**src/rtl/adp_pkg.sv**
```systemverilog
package adp_pkg;

    typedef enum logic [1:0] {
        MODE_WORD   = 2'd0,
        MODE_SERIAL = 2'd1,
        MODE_BYTE   = 2'd2
    } bus_mode_e;

    function automatic bus_mode_e decode_mode(input logic m_sel, input logic b_sel);
        if (!m_sel)     return MODE_WORD;
        else if (b_sel) return MODE_BYTE;
        else            return MODE_SERIAL;
    endfunction

endpackage

```
**src/rtl/adp_sync.sv**
```systemverilog
module adp_sync #(
    parameter int          N       = 3,
    parameter int          STAGES  = 2,
    parameter logic [N-1:0] RST_VAL = '1
) (
    input  logic         clk,
    input  logic         rst_n,
    input  logic [N-1:0] sig_i,
    output logic [N-1:0] lvl_o,
    output logic [N-1:0] prv_o
);
    localparam int DEPTH = STAGES + 1;

    for (genvar g = 0; g < N; g++) begin : g_bit
        logic [DEPTH-1:0] sh_d, sh_q;

        always_comb begin
            sh_d = {sh_q[DEPTH-2:0], sig_i[g]};
        end

        always_ff @(posedge clk or negedge rst_n) begin
            if (!rst_n) sh_q <= {DEPTH{RST_VAL[g]}};
            else        sh_q <= sh_d;
        end

        assign lvl_o[g] = sh_q[STAGES-1];
        assign prv_o[g] = sh_q[STAGES];
    end
endmodule

```
**src/rtl/adp_bank.sv**
```systemverilog
module adp_bank #(
    parameter int NCH = 8,
    parameter int RW  = 14
) (
    input  logic              clk,
    input  logic              rst_n,
    input  logic              load_i,
    input  logic [NCH*RW-1:0] data_i,
    output logic [NCH*RW-1:0] bank_o
);
    for (genvar c = 0; c < NCH; c++) begin : g_ch
        logic [RW-1:0] res_d, res_q;

        always_comb begin
            res_d = res_q;
            if (load_i) res_d = data_i[c*RW +: RW];
        end

        always_ff @(posedge clk or negedge rst_n) begin
            if (!rst_n) res_q <= '0;
            else        res_q <= res_d;
        end

        assign bank_o[c*RW +: RW] = res_q;
    end
endmodule

```
**src/rtl/adp_seq.sv**
```systemverilog
module adp_seq
    import adp_pkg::*;
#(
    parameter int NCH = 8
) (
    input  logic                   clk,
    input  logic                   rst_n,
    input  logic                   bfall_i,
    input  logic                   act_i,
    input  logic                   strobe_on_i,
    input  bus_mode_e              mode_i,
    output logic [$clog2(NCH)-1:0] sel_idx_o,
    output logic                   sel_phase_o,
    output logic                   first_o,
    output logic                   oe_o
);
    localparam int              IW   = $clog2(NCH);
    localparam logic [IW-1:0]   LAST = IW'(NCH - 1);

    typedef struct packed {
        logic [IW-1:0] ptr;
        logic          phase;
        logic [IW-1:0] sel_idx;
        logic          sel_phase;
        logic          first;
        logic          oe;
    } seq_t;

    seq_t st_d, st_q;
    logic par;

    always_comb begin
        par  = (mode_i != MODE_SERIAL);
        st_d = st_q;
        st_d.oe = act_i & par;
        if (bfall_i) begin
            st_d.ptr       = '0;
            st_d.phase     = 1'b0;
            st_d.sel_idx   = '0;
            st_d.sel_phase = 1'b0;
            st_d.first     = 1'b1;
        end else if (strobe_on_i && par) begin
            st_d.sel_idx   = st_q.ptr;
            st_d.sel_phase = st_q.phase;
            if (st_q.ptr != '0) st_d.first = 1'b0;
            if (mode_i == MODE_BYTE && !st_q.phase) begin
                st_d.phase = 1'b1;
            end else begin
                st_d.phase = 1'b0;
                st_d.ptr   = (st_q.ptr == LAST) ? '0 : st_q.ptr + IW'(1);
            end
        end
    end

    always_ff @(posedge clk or negedge rst_n) begin
        if (!rst_n) begin
            st_q       <= '0;
            st_q.first <= 1'b1;
        end else begin
            st_q <= st_d;
        end
    end

    assign sel_idx_o   = st_q.sel_idx;
    assign sel_phase_o = st_q.sel_phase;
    assign first_o     = st_q.first;
    assign oe_o        = st_q.oe;

    // a busy fall rewinds the sequence
    a_r11_busy_fall_reset: assert property (@(posedge clk) disable iff (!rst_n)
        bfall_i |=> (st_q.ptr == '0) && !st_q.phase && st_q.first);

    // each activation presents the slot the pointer held
    a_r5_present_ptr: assert property (@(posedge clk) disable iff (!rst_n)
        (strobe_on_i && !bfall_i && par) |=> (st_q.sel_idx == $past(st_q.ptr)));

    // the first flag only drops when a later channel is presented
    a_r10_first_drop: assert property (@(posedge clk) disable iff (!rst_n)
        $fell(st_q.first) |-> ($past(strobe_on_i) && st_q.sel_idx != '0));
endmodule

```
**src/rtl/adp_fmt.sv**
```systemverilog
module adp_fmt
    import adp_pkg::*;
#(
    parameter int NCH = 8,
    parameter int RW  = 14,
    parameter int BW  = 16
) (
    input  logic [NCH*RW-1:0]      bank_i,
    input  logic [$clog2(NCH)-1:0] sel_idx_i,
    input  logic                   sel_phase_i,
    input  bus_mode_e              mode_i,
    input  logic                   hi_first_i,
    output logic [BW-1:0]          db_o
);
    localparam int HB = BW / 2;

    logic [RW-1:0] res;
    logic [BW-1:0] ext;
    logic [HB-1:0] upper, lower, pick;

    always_comb begin
        res   = bank_i[sel_idx_i*RW +: RW];
        ext   = {{(BW-RW){res[RW-1]}}, res};
        upper = ext[BW-1:HB];
        lower = ext[HB-1:0];
        if (sel_phase_i == hi_first_i) pick = lower;
        else                           pick = upper;
        if (mode_i == MODE_BYTE) db_o = {{(BW-HB){1'b0}}, pick};
        else                     db_o = ext;
    end
endmodule

```
**src/rtl/adp_readout.sv**
```systemverilog
module adp_readout
    import adp_pkg::*;
#(
    parameter int NCH    = 8,
    parameter int RW     = 14,
    parameter int BW     = 16,
    parameter int STAGES = 2
) (
    input  logic              clk,
    input  logic              rst_n,
    input  logic              busy,
    input  logic              cs_n,
    input  logic              rd_n,
    input  logic              mode_sel,
    input  logic              byte_sel,
    input  logic              hi_first,
    input  logic [NCH*RW-1:0] conv_data,
    output logic [BW-1:0]     db_o,
    output logic              db_oe,
    output logic              first_data
);
    localparam int IW = $clog2(NCH);
    localparam int HB = BW / 2;

    logic [2:0]    lvl, prv;
    logic          cs_l, rd_l, busy_l;
    logic          act, act_prev, strobe_on, bfall;
    bus_mode_e     mode;
    logic [NCH*RW-1:0] bank;
    logic [IW-1:0] sel_idx;
    logic          sel_phase;

    adp_sync #(.N(3), .STAGES(STAGES), .RST_VAL(3'b011)) u_sync (
        .clk   (clk),
        .rst_n (rst_n),
        .sig_i ({busy, rd_n, cs_n}),
        .lvl_o (lvl),
        .prv_o (prv)
    );

    assign cs_l      = lvl[0];
    assign rd_l      = lvl[1];
    assign busy_l    = lvl[2];
    assign act       = !lvl[0] && !lvl[1];
    assign act_prev  = !prv[0] && !prv[1];
    assign strobe_on = act && !act_prev;
    assign bfall     = prv[2] && !busy_l;
    assign mode      = decode_mode(mode_sel, byte_sel);

    adp_bank #(.NCH(NCH), .RW(RW)) u_bank (
        .clk    (clk),
        .rst_n  (rst_n),
        .load_i (bfall),
        .data_i (conv_data),
        .bank_o (bank)
    );

    adp_seq #(.NCH(NCH)) u_seq (
        .clk         (clk),
        .rst_n       (rst_n),
        .bfall_i     (bfall),
        .act_i       (act),
        .strobe_on_i (strobe_on),
        .mode_i      (mode),
        .sel_idx_o   (sel_idx),
        .sel_phase_o (sel_phase),
        .first_o     (first_data),
        .oe_o        (db_oe)
    );

    adp_fmt #(.NCH(NCH), .RW(RW), .BW(BW)) u_fmt (
        .bank_i      (bank),
        .sel_idx_i   (sel_idx),
        .sel_phase_i (sel_phase),
        .mode_i      (mode),
        .hi_first_i  (hi_first),
        .db_o        (db_o)
    );

    // chip-select going high releases the bus
    a_r2_cs_rise_off: assert property (@(posedge clk) disable iff (!rst_n)
        $rose(cs_l) |=> !db_oe);

    // the read strobe going high releases the bus
    a_r2_rd_rise_off: assert property (@(posedge clk) disable iff (!rst_n)
        $rose(rd_l) |=> !db_oe);

    // serial mode never drives the bus
    a_r3_serial_quiet: assert property (@(posedge clk) disable iff (!rst_n)
        (mode == MODE_SERIAL) |=> !db_oe);

    // spare upper bits copy the result sign in word mode
    a_r4_sign_copy: assert property (@(posedge clk) disable iff (!rst_n)
        (db_oe && mode == MODE_WORD) |->
            ((db_o[BW-1:RW-1] == '0) || (db_o[BW-1:RW-1] == '1)));

    // byte mode leaves the upper bus lines at zero
    a_r8_upper_zero: assert property (@(posedge clk) disable iff (!rst_n)
        (db_oe && mode == MODE_BYTE) |-> (db_o[BW-1:HB] == '0));
endmodule

```
**config.mk**
```make
export PLATFORM = sky130hd
export DESIGN_NAME = adp_readout
export DESIGN_NICKNAME = d
export VERILOG_FILES = /design/src/rtl/adp_pkg.sv /design/src/rtl/adp_sync.sv /design/src/rtl/adp_bank.sv /design/src/rtl/adp_seq.sv /design/src/rtl/adp_fmt.sv /design/src/rtl/adp_readout.sv
export SDC_FILE = /design/constraint.sdc
export NUM_CORES = 1
export LEC_CHECK = 0
export ABC_AREA = 1
export BUFFER_PORTS_ARGS = -buffer_cell sky130_fd_sc_hd__buf_2
export CELL_PAD_IN_SITES_DETAIL_PLACEMENT = 1
export CELL_PAD_IN_SITES_GLOBAL_PLACEMENT = 1
export CORE_MARGIN = 1
export CORE_UTILIZATION = 26
export DETAILED_ROUTE_END_ITERATION = 7
export PLACE_DENSITY_LB_ADDON = 0.1
export SYNTH_ARGS = -nofsm -noshare
export SYNTH_HDL_FRONTEND = slang
export SYNTH_SLANG_ARGS = --single-unit
```
**constraint.sdc**
```tcl
create_clock -name clk -period 4.85 [get_ports clk]
set_clock_uncertainty 0.2 [all_clocks]
set_input_delay 0.97 -clock clk [delete_from_list [all_inputs] [get_ports clk]]
set_output_delay 0.97 -clock clk [all_outputs]
set_load 0.1 [all_outputs]
```
### After elaboration in Yosys (flattened, before gate mapping)

Index checks and enable logic that the tools add are counted.

* flip-flop bits (word level): 131
* input bits: 120
* output and inout port bits: 18
* logic and storage cells: 54

* add/subtract/negate cells: 1
* $mul: 1
* equal/unequal tests: 5
* shifts and indexed selects: 1
* muxes and demuxes: 10
* bitwise logic cells: 1
* reductions and logical operators: 18

Operators with widths (count)
* 112-bit by 8-bit indexed part select with 14-bit output: 1
* 9-bit 2-to-1 mux: 2
* 16-bit 2-to-1 mux: 1
* 8-bit 2-to-1 mux: 1
* 1-bit logical NOT: 7
* 1-bit logical AND: 6
* 3-bit by 3-bit multiplier with 6-bit output, second input constant: 1
* 3-bit 2-to-1 mux: 2
* 2-bit 2-to-1 mux: 2
* 2-bit AND reduction: 2
* 2-bit nonzero test: 2
* 3-bit by 1-bit adder with 3-bit output, second input constant: 1
* 3-bit equality test, second input constant: 1
* 3-bit nonzero test: 1
* 2-bit equality test, second input constant: 1
* 1-bit 2-to-1 mux: 2
* 2-bit by 1-bit inequality test with 1-bit output, second input constant: 1
* 2-bit inequality test, second input constant: 1
* 1-bit AND: 1
* 1-bit equality test: 1

### Logic depth before layout (Yosys ltp)

Gate-level depths: netlist (run 1).

* depth in word-level cells: 7
* gate-level depth with buffers: 9
* mapped depth without buffers: 8

### Cells and area by module

A second synthesis (run 1) with hierarchy kept.

* cells, all modules: 882
* area, all modules: 6471.2 um2

By module, submodules not included
* adp_bank: times used 1, cells an instance 474, area each 4262.8 um2, sequential area each 2802.7 um2
* adp_fmt: times used 1, cells an instance 318, area each 1368.8 um2, sequential area each 0.0 um2
* adp_seq: times used 1, cells an instance 63, area each 516.7 um2, sequential area each 251.5 um2
* adp_sync: times used 1, cells an instance 15, area each 277.8 um2, sequential area each 232.7 um2
* adp_readout: times used 1, cells an instance 12, area each 45.0 um2, sequential area each 0.0 um2

### Least setup slack after synthesis (run 1)

OpenSTA, ideal clock, no wires.

* path type: in2out
* start: input port byte_sel
* end: output port db_o[14]
* arrival time: 3033 ps
* data required time: 3680 ps
* slack: 647 ps
* stages on the path: 4
* buffers on the path: 1
* cell sequence: nand2_1 inv_1 nor2_1 buf_4

* longest elaborated chain between the ends: 4

RTL lines
* start: declaration: line adp_readout.sv:15 `input logic byte_sel,`
* 2-bit 2-to-1 mux: line adp_pkg.sv:11 `else if (b_sel) return MODE_BYTE;`
* 2-bit 2-to-1 mux: line adp_pkg.sv:10 `if (!m_sel) return MODE_WORD;`
* 2-bit equality test: line adp_fmt.sv:28 `if (mode_i == MODE_BYTE) db_o = {{(BW-HB){1'b0}}, pick};`
* 16-bit 2-to-1 mux: line adp_fmt.sv:28
* end: declaration: line adp_readout.sv:18 `output logic [BW-1:0] db_o,`

Every way passes these cells.

### Worst setup path after layout (run 1)

* start: register u_seq.st_q, in the netlist u_seq.sel_idx_o[2]
* end: output port db_o[15]

* longest elaborated chain between the ends: 3

RTL lines
* start: declaration: line adp_seq.sv:29 `seq_t st_d, st_q;`
* start signal: assignment: line adp_seq.sv:60 `st_q <= st_d;`
* 3-bit by 3-bit multiplier with 6-bit output: line adp_fmt.sv:22 `res = bank_i[sel_idx_i*RW +: RW];`
* 112-bit by 8-bit indexed part select with 14-bit output: line adp_fmt.sv:22
* 16-bit 2-to-1 mux: line adp_fmt.sv:28

Every way passes these cells.

==> results of run 1 <==
area by class of cell:
type / count / area [µm²]
clock buffer: 20 / 457
clock inverter: 12 / 156
fill: 2841 / 15200
inverter: 71 / 267
multi-input combinational: 560 / 2340
sequential: 131 / 3290
tap: 313 / 392
timing repair buffer: 146 / 772
cells in the final DEF (no fill, tap or decap), types with 2 or more instances in the layout:
cell type	Yosys	final
sky130_fd_sc_hd__buf_2	20	136
sky130_fd_sc_hd__buf_4	8	8
sky130_fd_sc_hd__bufinv_16	0	3
sky130_fd_sc_hd__clkbuf_16	0	17
sky130_fd_sc_hd__clkbuf_8	0	2
sky130_fd_sc_hd__clkinv_2	0	2
sky130_fd_sc_hd__clkinv_4	0	2
sky130_fd_sc_hd__clkinvlp_4	0	4
sky130_fd_sc_hd__dfrtp_1	124	123
sky130_fd_sc_hd__dfstp_2	7	7
sky130_fd_sc_hd__ha_1	3	3
sky130_fd_sc_hd__inv_1	69	69
sky130_fd_sc_hd__inv_2	2	2
sky130_fd_sc_hd__nand2_1	390	390
sky130_fd_sc_hd__nand3_1	93	93
sky130_fd_sc_hd__nor2_1	14	14
sky130_fd_sc_hd__o21ai_0	55	55
stage by stage:
step	cells	total power (µW)	area, µm²
floorplan	808	2120	6150
detailed placement	1221	2410	7060
global placement	1221	2400	7060
global route	1253	3930	7670
CTS	1253	3780	7670
finish	1253	3720	7670
flip-flops by register name, indices dropped and copies added (netlist names):
register,cells
u_seq.sel_idx_o,3
u_seq.first_o,1
u_bank.g_ch.res_q,112
u_seq.st_q,4
u_seq.oe_o,1
u_seq.sel_phase_o,1
u_sync.g_bit.sh_q,9
worst register-to-register path: stages (launching register included):
cell and delay, ns:
sky130_fd_sc_hd__dfrtp_1 0.36, sky130_fd_sc_hd__inv_1 0.09, sky130_fd_sc_hd__nor2_4 0.05, sky130_fd_sc_hd__inv_2 0.47, sky130_fd_sc_hd__buf_4 0.51, sky130_fd_sc_hd__nand2_1 0.13
sky130_fd_sc_hd__nand2_1 0.07
report_power, final:
group	switching (µW)	internal, µW	total (µW)
sequential	74.6	1240	1310
clock	512	837	1350
combinational	816	240	1060
worst min path at each step:
| stage | from | slack (ns) | endpoint | cells past startpoint |
|---|---|---|---|---|
| floorplan | u_sync.g_bit[2].sh_q[0]$_DFF_PN0_ | 0.13 | u_sync.g_bit[2].sh_q[1]$_DFF_PN0_ | 0 |
| global placement | u_sync.g_bit[2].sh_q[0]$_DFF_PN0_ | 0.14 | u_sync.g_bit[2].sh_q[1]$_DFF_PN0_ | 0 |
| detailed placement | u_sync.g_bit[2].sh_q[0]$_DFF_PN0_ | 0.14 | u_sync.g_bit[2].sh_q[1]$_DFF_PN0_ | 0 |
| CTS | u_sync.g_bit[2].sh_q[0]$_DFF_PN0_ | 0.15 | u_sync.g_bit[2].sh_q[1]$_DFF_PN0_ | 0 |
| global route | u_sync.g_bit[2].sh_q[0]$_DFF_PN0_ | 0.16 | u_sync.g_bit[2].sh_q[1]$_DFF_PN0_ | 0 |
| finish | u_sync.g_bit[2].sh_q[0]$_DFF_PN0_ | 0.15 | u_sync.g_bit[2].sh_q[1]$_DFF_PN0_ | 0 |
kinds of logic after synthesis:
family | after synthesis
buffers and inverters | 117
AND/OR/NAND/NOR | 501
flip-flops | 131
adder cells (fa/ha/maj) | 3
AO/OA/AOI/OAI | 56
metal layers:
metal | share of wire (%) | track usage (%)
met5 | 0 | 0
met4 | 0.70 | 3.78
met3 | 3.1 | 3.47
met2 | 46 | 27.0
met1 | 50 | 23.5
==> results summary, run 1 <==
The final layout contains routed wiring with a total length of 19200 µm. The number of nets produced by synthesis is 931. For this run, the post-layout net count is 1050.

The number of antenna repair diodes is 0. The post-placement setup slack came out at 1.03 ns. In this run, synthesis produced a sequential element count of 131.

The number of warning messages in the yosys log is 0. The congestion estimate from routability-driven global placement came to just over 0.7. Measured on the finished design, the core utilization comes to 33.5%.

The synthesized netlist devotes 32.9% of its cell area to simple gates. STA classifies the critical path endpoint as an output port. The placed wire-length estimate after detailed placement came out at approximately 13000 µm. The largest individual stage delay along the critical path comes from the cell sky130_fd_sc_hd__dfrtp_1. In the post-synthesis netlist, the biggest area contributors are sky130_fd_sc_hd__dfrtp_1, sky130_fd_sc_hd__nand2_1, sky130_fd_sc_hd__nand3_1. Traced cell by cell, the critical path runs through inv_1 -> nand3_1 -> nand2_1 -> nor2_1 -> buf_2. The depth of the CTS H-tree is 4.

The total clock buffers created by CTS came out at 17. The main combinational cell family by area after synthesis is simple AND/OR/NAND/NOR gates. The clock latency reported for the late side of the worst-skew pair is around 0.42 ns. The startpoint class of the critical path is a flip-flop. Tracing the worst setup path back leads to its startpoint at u_seq.sel_idx_o[2]$_DFFE_PN0P_.

The die outline area came out at 24300 µm². The aggregate global routing overflow came out at 0. The fraction of final layout cells with drive strength greater than 1 is 20.2%. By instance count, the leading cell after synthesis is sky130_fd_sc_hd__nand2_1.

The data arrival time of the worst path came out at 2.79 ns. TritonCTS built the clock tree. The startpoint identified for the worst register-to-register timing path is u_sync.g_bit[2].sh_q[2]$_DFF_PN0_.

Setup repair after global routing left no endpoint under its margin. The pin count of the biggest net entering global routing is 162. In this run the worst hold path is classified as reg2reg. The number of different library cells in the post-synthesis netlist came out at 18. The flow ran to the end, and the final reports show no timing, DRC or antenna violations. In the synthesized netlist, mux cells make up 0% of the area.

The static leakage power is 0.00408 µW. The total negative slack came out at 0 ns. The endpoint of the worst register-to-register path is u_bank.g_ch[7].res_q[3]$_DFFE_PN0P_. The final clock period utilization by the worst path came out at between 80 and 90%.

In this run, the number of DRC markers left after iteration 0 of detailed routing was 263. The category of the critical setup timing path is reg2out. The slew at the pin with the worst max-slew slack came out at 0.819 ns. The post-route worst hold slack came out at about 0.15 ns. Gates resized during post-CTS repair numbered 0. The worst setup slack for register-to-register paths came out at 2.91 ns. Using the TritonRoute via totals, the vias-per-cell ratio works out to 4.33. The detailed-route DRC error count is 0.

The number of setup buffers added after CTS is 0. The vertical die dimension came out at 156 µm. Clock-pin slew was measured on the worst setup and hold paths at 0.06 ns.

The hold violation total from the final report is 0. The worst-case vdd ir drop is between 0.3 and 0.4 mV. The largest area contributor in the netlist is sky130_fd_sc_hd__dfrtp_1. Summing the areas of all compound-gate instances in the mapped netlist gives 4.60% of the synthesized area.

The initial antenna violation count came to 0. Counting cells, the worst reg-to-reg path comes to 6. The achievable clock frequency came out at 0.253 GHz.

The max-capacitance violation count is 0. The total iterations of the first detailed-routing run is 4. The post-layout worst setup margin is 0.892 ns. The adder-cell area share of the yosys netlist came out at 0.610%.

The tightest slew margin relative to the limit is between 40 and 50%. The main flop type after synthesis is sky130_fd_sc_hd__dfrtp_1. The floorplan row count is 55. The cell count after synthesis came out at 808. The first global-routing pass estimated around 31000 µm of wire. The maximum number of buffers from clock root to sink is 2. Setup violations remaining at the end of the flow were counted as 0. The number of I/O port buffers came out at about 140. The number of buffers added to fix hold violations after cts is 0. The timing endpoint of the critical path is db_o[15].

The via total after detailed routing came out at 5423. Of the total synthesized cell area, the portion taken by XOR and XNOR cells is 0%. The share of the yosys chip area belonging to registers came out at 53.4%. The overall fraction of global-route tracks in use came out at 16.9%. The required time at the endpoint of the critical path came out at ~3.7 ns. The mean area per synthesized cell came out at 7.62 µm². The clock tree root buffer cell is sky130_fd_sc_hd__clkbuf_16. From synthesis to final layout, the design area changed by 24.7%. The smallest clock period supported by the final layout is computed as 3.96 ns. The die is 156 µm wide.

The routed length per instance came out at 15.3 µm. The share of flip-flops with an asynchronous set or reset after synthesis came out at 100%. The area of the core came out at between 20000 and 25000 µm². Once detail routing completed, the nets flagged for antenna violations numbered 0.

The number of buffers and inverters on the critical path came out at 2. After synthesis, the most frequently instantiated cells are sky130_fd_sc_hd__nand2_1, sky130_fd_sc_hd__dfrtp_1, sky130_fd_sc_hd__nand3_1. The total power density per cell area is ~480 nW/µm².

The critical path crosses 5 cells after its start point. The share of the synthesized area in the top cell type came out at 50.4%. For this configuration, the core starts out at a cell density of a little over a quarter.

The total number of clock tree sinks is 131. The number of enable-type register cells in the synthesized netlist is 0. The via count of the first global-routing pass is 5767. The final number of max-transition violations came out at 0.

The cell family contributing the most delay on the critical path is buffers and inverters. In this run the cell area of the synthesized design comes to between 6000 and 7000 µm². The I/O pin count came out at 138. The largest driver fanout on the critical path came out at 15. The peak per-stage delay on the critical path came out at 0.80 ns.
Power figures use the tool's default switching activity.
==> inputs of run 2 (changes only) <==
--- a/config.mk
+++ b/config.mk
@@ -5,7 +5,7 @@
 export SDC_FILE = /design/constraint.sdc
 export NUM_CORES = 1
 export LEC_CHECK = 0
-export ABC_AREA = 1
+export ABC_AREA = 0
 export BUFFER_PORTS_ARGS = -buffer_cell sky130_fd_sc_hd__buf_2
 export CELL_PAD_IN_SITES_DETAIL_PLACEMENT = 1
 export CELL_PAD_IN_SITES_GLOBAL_PLACEMENT = 1
==> constraint.sdc (replaced) <==
create_clock -name clk -period 3.3 [get_ports clk]
set_clock_uncertainty 0.2 [all_clocks]
set_input_delay 0.66 -clock clk [delete_from_list [all_inputs] [get_ports clk]]
set_output_delay 0.66 -clock clk [all_outputs]
set_load 0.1 [all_outputs]
==> run 2 against run 1 <==
  * Register-to-register slack worse by 1.7 ns
  * Via count down 32%
  * Cell count down 35%
  * Final area down 0.18%
  * Clock power up 41%
  * Core utilization up 1.5 points
  * Setup slack worse by 0.73 ns
  * Critical endpoint is now db_o[7]
==> results summary, run 2 <==
The flow ran to the end, and the final reports show no timing, DRC or antenna violations. The total instance count after detailed placement is 778. The number of I/O port buffers is approximately 140. Hold is met by 0.0698 ns. The mapped netlist covers 5820 µm². The post-layout worst setup margin came out at 0.163 ns. Traced cell by cell, the critical path runs through buf_4 -> mux2i_1 -> nand3b_1 -> a41oi_1 -> a21oi_1 -> buf_12. The met2 usage came out at 24.2%. In this run the register-to-register setup slack is 1.26 ns. Ranked by total cell area, the synthesized netlist is headed by sky130_fd_sc_hd__dfrtp_1, sky130_fd_sc_hd__mux2_2, sky130_fd_sc_hd__mux4_2.

The starting density of the core is a little over a quarter. The share of the synthesized area in the top cell type is between 50% and 60%. Max-cap violations in this run came to 0.

The min-delay analysis places its worst path in the category in2async. The global routing met1 resource utilization is 19.3%. The total iterations of the first detailed-routing run came out at 3. The mean number of vias per cell came out at approximately 4.6.

The die width came out at between 150 and 200 µm. The largest area contributor in the netlist is sky130_fd_sc_hd__dfrtp_1. The fraction of final layout cells with drive strength greater than 1 came out at 62.8%. After floorplanning, the core was divided into 54 placement rows. Of all nets on the critical path, the largest fanout is 17. The aggregate global routing overflow is 0. The placed wire-length estimate after detailed placement is approximately 12000 µm. By count the netlist is led by sky130_fd_sc_hd__dfrtp_1, sky130_fd_sc_hd__mux2_2, sky130_fd_sc_hd__mux4_2. The post-placement setup slack is 0.545 ns. The hold violation total from the final report is 0. For this run, the leading register cell type out of synthesis is sky130_fd_sc_hd__dfrtp_1.

The worst path needs 3.14 ns of the cycle, external delays included. The final clock period utilization by the worst path came out at 95.1%. The clock tree root buffer cell is sky130_fd_sc_hd__clkbuf_16. The static leakage power came out at 0.00329 µW. The total clock buffers created by CTS is 17.

In this run the standard cell core region covers 21900 µm². Synthesis produced a netlist whose cell count is 376. The clock latency reported for the late side of the worst-skew pair came out at 0.42 ns. In the layout the commonest cells are sky130_fd_sc_hd__dfrtp_1, sky130_fd_sc_hd__buf_2, sky130_fd_sc_hd__mux2_2. The total power came out at 4930 µW. Routability-driven placement finished with a final weighted congestion of 0.724. The die outline area is roughly 23000 µm². In this run the power density over the cells is ~640 nW/µm². The via total after detailed routing came out at 3709. The total number of clock tree sinks came out at 131. The number of cell instances on the worst register-to-register path came out at 3. The worst setup path is captured at an output port. Leaving out fill and tap cells, the most frequent cell in the layout is sky130_fd_sc_hd__dfrtp_1.

The register with the most flip-flops in the layout has 112 of them. The net count of the finished layout is 640. The register bit total from synthesis is 131.

The number of enable-type register cells in the synthesized netlist is 0. The largest single stage delay on the critical path is roughly 0.35 ns. Following the worst setup path forward leads to its endpoint at db_o[7]. The count of nets left with antenna violations after detail routing is 0. In the final layout, the registers with the most flip-flops are u_bank.g_ch.res_q: 112 flops, u_sync.g_bit.sh_q: 9 flops, u_seq.st_q: 4 flops.

The final number of max-transition violations came to 0. The overall fraction of global-route tracks in use is 15.0%. In this run the critical register-to-register path is launched from u_sync.g_bit[2].sh_q[1]$_DFF_PN0_. The xor and xnor fraction of the mapped netlist area is 0.151%. The adder-cell area share of the yosys netlist is 0.645%.

The depth of the CTS H-tree is 4. In this run, the number of DRC markers left after iteration 0 of detailed routing was ~130. Global routing consumed, on the met3 layer, 4.07% of the routing resources.

For this run, design rule violations remaining after detail routing come to 0. The number of nets handed over by synthesis was 499. The vertical die dimension came out at 152 µm. The mean area per synthesized cell is 15.5 µm².

The area share of and/or/nand/nor cells after synthesis came out at 3.03%. The count of fill cells added during filler insertion is 2332. The number of cells upsized or downsized after cts is 0. Of the post-synthesis cell area, the part taken by muxes is about a third. The origin of the worst setup path is u_seq.sel_idx_o[0]$_DFFE_PN0P_. The initial antenna violation count is 0. The category of the critical setup timing path is reg2out.

The required time at the endpoint of the critical path is 2.44 ns. The finished layout holds 810 standard cells, fillers aside. The post-synthesis compound-gate area fraction is 1.76%. Yosys instantiated no cell more often than sky130_fd_sc_hd__dfrtp_1. The register with the most flip-flops is u_bank.g_ch.res_q. The share of the yosys chip area belonging to registers is 56.5%. The share of flip-flops with an asynchronous set or reset after synthesis came out at between 90% and 100%.

The main combinational cell family by area after synthesis is multiplexers. The area overhead of the layout relative to synthesis came out at 31.7%. The I/O pin count came out at 138. The clock slew at the register clock pins of the worst setup and hold paths is about 0.06 ns. The achievable clock frequency is 0.319 GHz. The maximum number of buffers from clock root to sink is 2. For this design, the slowest cell found on the critical path is sky130_fd_sc_hd__dfrtp_2. The data arrival time of the worst path is 2.28 ns.

The via count of the first global-routing pass is 4304. Setup violations remaining at the end of the flow were counted as 0. The global routing stage identified its most utilized layer as met2. Setup repair after global routing left no endpoint under its margin. Entering global routing, the biggest net connects 93 pins. TritonCTS built the clock tree. The post-CTS setup-driven buffer insertion count is 0. 0 antenna diodes ended up in the layout. The worst-case IR drop observed on VDD is ~0.20 mV. For the pin with the worst max-slew slack, the measured transition is between 0.7 and 0.8 ns. The number of warning messages in the yosys log is 0. The number of different library cells in the post-synthesis netlist came out at 28. The endpoint of the worst register-to-register path is u_bank.g_ch[1].res_q[3]$_DFFE_PN0P_. The tightest slew margin relative to the limit came out at 50.1%.

STA classifies the critical path startpoint as a flip-flop. The number of buffers added to fix hold violations after cts came out at 0. The global-route wire length before repair came out at ~25000 µm. The total routed wirelength is 15800 µm. The routed length per instance is between 15 and 20 µm.
## run 2: changes by cell type in the layout (fill, tap and decap cells not counted), moves of 3 or more
| cell | previous run | this run |
|---|---|---|
| sky130_fd_sc_hd__mux4_2 | 0 | 26 |
| sky130_fd_sc_hd__o21ai_0 | 55 | 1 |
| sky130_fd_sc_hd__buf_2 | 136 | 122 |
| sky130_fd_sc_hd__inv_1 | 69 | 4 |
| sky130_fd_sc_hd__o211ai_1 | 0 | 5 |
| sky130_fd_sc_hd__buf_12 | 1 | 16 |
| sky130_fd_sc_hd__a21oi_1 | 0 | 5 |
| sky130_fd_sc_hd__mux2_2 | 0 | 113 |
| sky130_fd_sc_hd__nand3b_1 | 0 | 3 |
| sky130_fd_sc_hd__nand3_1 | 93 | 6 |
| sky130_fd_sc_hd__nand2_1 | 390 | 7 |
| sky130_fd_sc_hd__mux2i_1 | 0 | 18 |
## run 2: report_power, final
group | switching (µW) | total (µW) | internal (µW)
Sequential | 118 | 1950 | 1830
Clock | 736 | 1910 | 1170
Combinational | 594 | 1080 | 484
Total | 1450 | 4930 | 3480
## run 2: per-stage QoR
step | util (%) | cell area [µm²] | setup TNS (ns)
floorplan | - | 5850 | -1.10
global placement | 32.3 | 7060 | 0
detailed placement | 32.3 | 7060 | 0
CTS | 35.0 | 7660 | 0
global route | 35.0 | 7660 | 0
finish | 35.0 | 7660 | 0
## run 2: routing by layer
| layer | vias to the layer above | part of all wire (%) |
|---|---|---|
| met5 | - | 0 |
| met4 | 0 | 1.5 |
| met3 | 16 | 4.4 |
| met2 | 90 | 49 |
| met1 | 1943 | 45 |
| li1 | 1660 | - |
## run 2: how the worst min path moves through the flow
| stage | from | endpoint | slack, ns | cells after the start |
|---|---|---|---|---|
| 4_1_cts | rst_n | u_bank.g_ch[0].res_q[1]$_DFFE_PN0P_ | 0.10 | 1 |
| 6_report | rst_n | u_bank.g_ch[0].res_q[7]$_DFFE_PN0P_ | 0.07 | 1 |
| 3_5_place_dp | u_sync.g_bit[2].sh_q[0]$_DFF_PN0_ | u_sync.g_bit[2].sh_q[1]$_DFF_PN0_ | 0.15 | 0 |
| 3_3_place_gp | u_sync.g_bit[2].sh_q[0]$_DFF_PN0_ | u_sync.g_bit[2].sh_q[1]$_DFF_PN0_ | 0.14 | 0 |
| 2_1_floorplan | u_sync.g_bit[2].sh_q[0]$_DFF_PN0_ | u_sync.g_bit[2].sh_q[1]$_DFF_PN0_ | 0.13 | 0 |
| 5_1_grt | rst_n | u_bank.g_ch[0].res_q[0]$_DFFE_PN0P_ | 0.11 | 1 |
## run 2: area by class of cell
class                      count  area [µm²]  area share, %
clock buffer                  20         467           6.09
clock inverter                12         131           1.72
inverter                       4        15.0          0.196
multi-input combinational    214        2390           31.2
sequential                   131        3290           42.9
tap                          280         350           4.57
timing repair buffer         149        1020           13.3
## run 2: critical path, delay by kind of cell, from the launching register on
| family | cells | cell delay (ns) |
|---|---|---|
| buffers and inverters | 2 | 0.55 |
| AND/OR/NAND/NOR | 1 | 0.14 |
| multiplexers | 1 | 0.33 |
| AO/OA/AOI/OAI | 2 | 0.48 |
| flip-flops | 1 | 0.35 |
## run 2: cells by family after synthesis
family,after synthesis
muxes,157
xor gates and xnor gates,1
AOI/OAI and AO/OA,15
buffers and inverters,31
DFF,131
adders and majority gates,3
and+or+nand+nor,38
